==> src/rtl/stic_pkg.sv <==
package stic_pkg;
  typedef enum logic [1:0] {
    SEL_NONE,
    SEL_CFG,
    SEL_MASK,
    SEL_ACK
  } reg_sel_e;
endpackage

==> src/rtl/stic_frame_ctr.sv <==
module stic_frame_ctr #(
  parameter int TICKS  = 512,
  parameter int TICK_W = 9
) (
  input  logic              clk,
  input  logic              rst,
  input  logic              fsync,
  input  logic              dcl_en,
  output logic [TICK_W-1:0] tick
);
  localparam logic [TICK_W-1:0] LAST = TICK_W'(TICKS - 1);

  always_ff @(posedge clk) begin
    if (rst || fsync) tick <= '0;
    else if (dcl_en)  tick <= (tick == LAST) ? '0 : tick + 1'b1;
  end
endmodule

==> src/rtl/stic_chan_timing.sv <==
module stic_chan_timing #(
  parameter int SLOT_W = 5,
  parameter int TICK_W = 9,
  parameter int TICKS  = 512,
  parameter int SPT    = 16,
  parameter int DPB    = 2
) (
  input  logic [SLOT_W-1:0] tr_slot,
  input  logic [SLOT_W-1:0] ov_slot,
  input  logic              dps,
  input  logic [TICK_W-1:0] tick,
  input  logic              step,
  output logic              tr_hit,
  output logic              dl_hit
);
  localparam int EW = TICK_W + 2;
  localparam logic [EW-1:0] E_TICKS = EW'(TICKS);

  logic [EW-1:0] ev_raw, dl_raw, ev_t, dl_t;

  always_comb begin
    ev_raw = (EW'(tr_slot) + EW'(1)) * EW'(SPT) + (dps ? EW'(DPB) : EW'(2 * DPB));
    dl_raw = EW'(ov_slot) * EW'(SPT) + E_TICKS - (dps ? EW'(0) : EW'(DPB));
    ev_t   = (ev_raw >= E_TICKS) ? ev_raw - E_TICKS : ev_raw;
    dl_t   = (dl_raw >= E_TICKS) ? dl_raw - E_TICKS : dl_raw;
    tr_hit = step && (tick == ev_t[TICK_W-1:0]);
    dl_hit = step && (tick == dl_t[TICK_W-1:0]);
  end
endmodule

==> src/rtl/stic_irq_core.sv <==
module stic_irq_core #(
  parameter int N = 4
) (
  input  logic           clk,
  input  logic           rst,
  input  logic [N-1:0]   tr_hit,
  input  logic [N-1:0]   dl_hit,
  input  logic [2*N-1:0] mask_q,
  input  logic [2*N-1:0] mask_d,
  input  logic [N-1:0]   ack_set,
  input  logic           rd_en,
  output logic [2*N-1:0] st,
  output logic [N-1:0]   ack,
  output logic [2*N-1:0] rd_data,
  output logic           irq
);
  logic [N-1:0]   armed, tr_raise, ov_raise, ack_n, armed_n;
  logic [2*N-1:0] st_n;

  always_comb begin
    tr_raise = tr_hit & ~mask_q[N-1:0];
    ov_raise = dl_hit & ~mask_q[2*N-1:N] & ~ack & (mask_q[N-1:0] | armed);
    ack_n    = (ack & ~tr_hit) | ack_set;
    armed_n  = tr_raise | (armed & ~dl_hit);
    st_n     = (rd_en ? '0 : st) | {ov_raise, tr_raise};
  end

  always_ff @(posedge clk) begin
    if (rst) begin
      st      <= '0;
      ack     <= '0;
      armed   <= '0;
      rd_data <= '0;
      irq     <= 1'b0;
    end else begin
      st    <= st_n;
      ack   <= ack_n;
      armed <= armed_n;
      irq   <= |(st_n & ~mask_d);
      if (rd_en) rd_data <= st;
    end
  end
endmodule

==> src/rtl/stic_top.sv <==
module stic_top #(
  parameter int NUM_CH        = 4,
  parameter int SLOTS         = 32,
  parameter int BITS_PER_SLOT = 8,
  parameter int DCL_PER_BIT   = 2,
  parameter int DW            = 16
) (
  input  logic                      clk,
  input  logic                      rst,
  input  logic                      fsync,
  input  logic                      dcl_en,
  input  logic                      wr_en,
  input  logic [$clog2(NUM_CH+2)-1:0] addr,
  input  logic [DW-1:0]             wr_data,
  input  logic                      rd_en,
  output logic [2*NUM_CH-1:0]       rd_data,
  output logic                      irq
);
  import stic_pkg::*;

  localparam int SLOT_W = $clog2(SLOTS);
  localparam int SPT    = BITS_PER_SLOT * DCL_PER_BIT;
  localparam int TICKS  = SLOTS * SPT;
  localparam int TICK_W = $clog2(TICKS);
  localparam int AW     = $clog2(NUM_CH + 2);
  localparam int CFG_W  = 2 * SLOT_W + 1;

  logic [TICK_W-1:0]  tick;
  logic [CFG_W-1:0]   cfg_q [NUM_CH];
  logic [2*NUM_CH-1:0] mask_q, mask_d, st;
  logic [NUM_CH-1:0]  tr_hit, dl_hit, ack_set, ack;
  logic               step;
  reg_sel_e           sel;

  always_comb begin
    if (!wr_en)                      sel = SEL_NONE;
    else if (addr < AW'(NUM_CH))     sel = SEL_CFG;
    else if (addr == AW'(NUM_CH))    sel = SEL_MASK;
    else if (addr == AW'(NUM_CH+1))  sel = SEL_ACK;
    else                             sel = SEL_NONE;
    mask_d  = (sel == SEL_MASK) ? wr_data[2*NUM_CH-1:0] : mask_q;
    ack_set = (sel == SEL_ACK)  ? wr_data[NUM_CH-1:0]   : '0;
    step    = dcl_en && !fsync;
  end

  always_ff @(posedge clk) begin
    if (rst) begin
      mask_q <= '1;
      for (int c = 0; c < NUM_CH; c++) cfg_q[c] <= '0;
    end else begin
      mask_q <= mask_d;
      for (int c = 0; c < NUM_CH; c++)
        if (sel == SEL_CFG && addr == AW'(c)) cfg_q[c] <= wr_data[CFG_W-1:0];
    end
  end

  stic_frame_ctr #(.TICKS(TICKS), .TICK_W(TICK_W)) u_ctr (
    .clk(clk), .rst(rst), .fsync(fsync), .dcl_en(dcl_en), .tick(tick)
  );

  for (genvar g = 0; g < NUM_CH; g++) begin : g_ch
    stic_chan_timing #(
      .SLOT_W(SLOT_W), .TICK_W(TICK_W), .TICKS(TICKS), .SPT(SPT), .DPB(DCL_PER_BIT)
    ) u_tim (
      .tr_slot(cfg_q[g][SLOT_W-1:0]),
      .ov_slot(cfg_q[g][2*SLOT_W-1:SLOT_W]),
      .dps    (cfg_q[g][2*SLOT_W]),
      .tick   (tick),
      .step   (step),
      .tr_hit (tr_hit[g]),
      .dl_hit (dl_hit[g])
    );
  end

  stic_irq_core #(.N(NUM_CH)) u_core (
    .clk(clk), .rst(rst), .tr_hit(tr_hit), .dl_hit(dl_hit),
    .mask_q(mask_q), .mask_d(mask_d), .ack_set(ack_set), .rd_en(rd_en),
    .st(st), .ack(ack), .rd_data(rd_data), .irq(irq)
  );
endmodule

==> config.mk <==
export PLATFORM = sky130hd
export DESIGN_NAME = stic_top
export DESIGN_NICKNAME = d
export VERILOG_FILES = /design/src/rtl/stic_pkg.sv /design/src/rtl/stic_frame_ctr.sv /design/src/rtl/stic_chan_timing.sv /design/src/rtl/stic_irq_core.sv /design/src/rtl/stic_top.sv
export SDC_FILE = /design/constraint.sdc
export NUM_CORES = 1
export LEC_CHECK = 0
export BUFFER_PORTS_ARGS = -buffer_cell sky130_fd_sc_hd__buf_2
export CORE_MARGIN = 2
export CORE_UTILIZATION = 40
export CTS_CLUSTER_SIZE = 14
export DETAILED_ROUTE_END_ITERATION = 10
export PLACE_DENSITY = 0.66
export SLEW_MARGIN = 20
export SYNTH_ARGS = -nofsm -noshare
export SYNTH_HDL_FRONTEND = slang
export SYNTH_HIERARCHICAL = 1
export SYNTH_SLANG_ARGS = --single-unit
export TNS_END_PERCENT = 50
==> constraint.sdc <==
create_clock -name clk -period 2.6 [get_ports clk]
set_clock_uncertainty 0.1 [all_clocks]
set_input_delay 0 -clock clk [delete_from_list [all_inputs] [get_ports clk]]
set_output_delay 0 -clock clk [all_outputs]
set_load 0.01 [all_outputs]
==> flow_summary.toml <==
[min_path]
min_from = "wr_data[10]"
hold-path-cell-count = 2
hold_path.class = "primary input to register"
whs_endpoint = "cfg_q[0][21]"

[floorplan]
start_util_pct = 41.1
io_pins = 34
die_height_um = 115
core-area_um2 = 12000
dieArea_um2 = 13200
rows = 40
die-width_um = 115

[critical_path]
r2r_cells = 9
endpoint_kind = "register"
rr_endpoint = "u_core/irq"
cp-start-kind = "register"
rrSetupSlack_ns = 0.009
path_class = "register to register"
worstReg2RegStart = "cfg_q[0][40]"
cp_max_fo = 3
required_ns = 2.78
cp.arrival_ns = 2.77

[pwr]
p_switching_w = 0.000799
ir_drop_uv = 434
pwr-share-comb_pct = 10.1
clock_power_share_pct = 42.4
power.density_nw_per_um2 = 557
p_int_w = 0.00240
p_seq_share_pct = 47.6
leakagePower_nw = 2.05
p_sw_share_pct = 24.9

[yosys]
syn-num-nets = 513
yosysSeqAreaShare_pct = 43.8
syn_area_per_cell_um2 = 10.3
synth_edf_count = 44
ys_warn_count = 6
yosysUniqueCellTypes = 52
synthTopCellsByArea = "edfxtp_1 (27%), dfxtp_1 (17%), xnor2_1 (6.6%)"
synth_area_um2 = 4930
synthCells = 477
synth_largest_area_cell = "edfxtp_1"
synth-seq-cells = 86
ys_async_sr_fraction_pct = 0
synth_top_area_share_pct = 26.8
synthFlopType = "edfxtp_1"

[clock_tree]
cts_sinks = 86
cts_max_level = 3
cts.path.max_buffers = 2
cts_root_buf = "clkbuf_16"
cts_tree = "done"
clkTransAtPathRegs_ns = 0.07
clk_latency_ns = 0.35
numCtsBuffers = 9

[flow_run]
cap_violations = 0

[sta]
setup_violations = 0
setup_ws_ns = 0.00919
post-route-period-util_pct = 99.6
rsz0062_at_grt = "true"
slew_headroom_pct = 52.1
fmax_mhz = 386
slew_violations = 0
worstMarginPinSlew_ns = 0.717
min_period_ns = 2.59
finalHoldViolCount = 0
setup_tns_ns = 0

[placement]
post-place-ws_ns = 0.0445
gp_congestion = 0.835
port_buffers = 28
place.detailed.hpwl_um = 7930

[finish]
drive_gt1_share_pct = 19.5
final_common_cell = "nor2_1"
syn_to_final_growth_pct = 16.6
diodes = 0
final_cell_mix = "nor2_1 (58), edfxtp_1 (44), dfxtp_1 (42), nor3b_1 (39), xnor2_1 (37)"
nets = 563

[routing]
via_count = 3737
postRouteAntennaNets = 0
dr.pass1.iters = 6
wl_um = 11500
dr_wl_met3_um = 550
wl_met1_um = 5010
wire_per_inst_um = 16.9
highest_layer = "met4"
drt_iter0_markers = 301
vias_per_cell = 5.50
wl_met2_um = 5630
drcViolationCount = 0

[global_route]
grt_pass1_vias = 3640
grt_max_degree = 51
grt_pass1_wl_um = 18400
overflow = 0
antenna_found_initial = 0
grt_usage_pct = 18.1

[outcome]
status = "finished clean"
## registers in the layout (all words and copies together) (netlist names)
signal          count
u_core/st           8
u_ctr/tick          9
u_core/ack          4
u_core/rd_data      8
mask_q              8
u_core/irq          1
u_core/armed        4
cfg_q              44
## synthesized netlist by cell type (all sizes together) (8+ instances only)
master and instances:
nor2 59, nor3b 49, edfxtp 44, dfxtp 42
xnor2 37, a21oi 21, xor2 21, inv 18
mux2i 18, o21ai 14, nand2 13, clkbuf 12
ha 11, buf 10, nand3 10, nor4 9
mux2 8, nand4 8, or3 8
## final cells by class
class | count | area [um^2]
Sequential cell | 86 | 2160
Clock buffer | 11 | 275
Multi-Input combinational cell | 351 | 2590
Fill cell | 1077 | 6260
Clock inverter | 5 | 42.5
Inverter | 18 | 72.6
Tap cell | 147 | 184
Timing Repair Buffer | 61 | 420
## repair_timing
| action | CTS | global route |
|---|---|---|
| gates resized for setup | 0 | 7 |
| hold buffers | 13 | 0 |
| buffers inserted | 0 | 1 |
| setup endpoints to repair | 0 | 2 |
| endpoints found under the hold margin | 24 | 0 |
## power by group through the flow
| stage | registers, W | clock network, W | logic [W] |
|---|---|---|---|
| finish | 0.00152 | 0.00136 | 0.000322 |
| detailed placement | 0.00155 | 0 | 0.000298 |
| global placement | 0.00155 | 0 | 0.000288 |
| global route | 0.00153 | 0.00141 | 0.000353 |
| CTS | 0.00152 | 0.00137 | 0.000315 |
| floorplan | 0.00154 | 0 | 0.000234 |
## per-stage QoR
| stage | instances | utilization, % | total power (W) | cell area (um^2) | hold slack [ns] |
|---|---|---|---|---|---|
| after global routing | 679 | 47.9 | 0.00330 | 5750 | 0.0108 |
| after global placement | 649 | 43.8 | 0.00184 | 5260 | 0.134 |
| after detailed placement | 649 | 43.8 | 0.00185 | 5260 | 0.138 |
| after floorplan | 477 | - | 0.00177 | 4930 | -0.0232 |
| final | 679 | 47.9 | 0.00320 | 5750 | 0.00625 |
| after CTS | 678 | 47.5 | 0.00320 | 5700 | 0.00228 |
## metal layers
layer / track usage (%) / vias to the layer above
li1: - / 1809
met1: 23.1 / 1806
met2: 30.2 / 101
met3: 3.16 / 21
met4: 7.47 / 0
met5: 0 / -
## logic make-up (layout without fill, tap and decap cells)
kind of cell / count (synthesis) / in the layout / share of synthesized area [%]
adder cells (fa/ha/maj): 11 / 11 / 2.79
XOR/XNOR: 58 / 58 / 10.3
buffers and inverters: 40 / 95 / 4.44
AO/OA/AOI/OAI: 59 / 59 / 7.53
flip-flops: 86 / 86 / 43.8
multiplexers: 26 / 26 / 5.63
AND/OR/NAND/NOR: 197 / 197 / 25.5
## worst max-delay path, stage by stage (launching register included)
cell and delay [ns]:
edfxtp_1 0.44, nor4_4 0.36, xor2_1 0.10, or3_4 0.35, a2111oi_4 0.40, o21ai_1 0.13
or3_4 0.37, nor2_4 0.10, a211oi_2 0.04, a31oi_1 0.12
## worst max-delay path by stage
stage	startpoint	end	slack [ns]	cells after the start
finish	cfg_q[0][40]	u_core/irq	0.009	9
global route	cfg_q[0][40]	u_core/irq	-0.06	9
CTS	cfg_q[0][38]	u_core/irq	0.01	9
detailed placement	cfg_q[0][38]	u_core/irq	0.04	9
global placement	cfg_q[0][43]	u_core/irq	0.1	9
floorplan	cfg_q[0][43]	u_core/irq	0.21	10
Power figures use the tool's default switching activity.
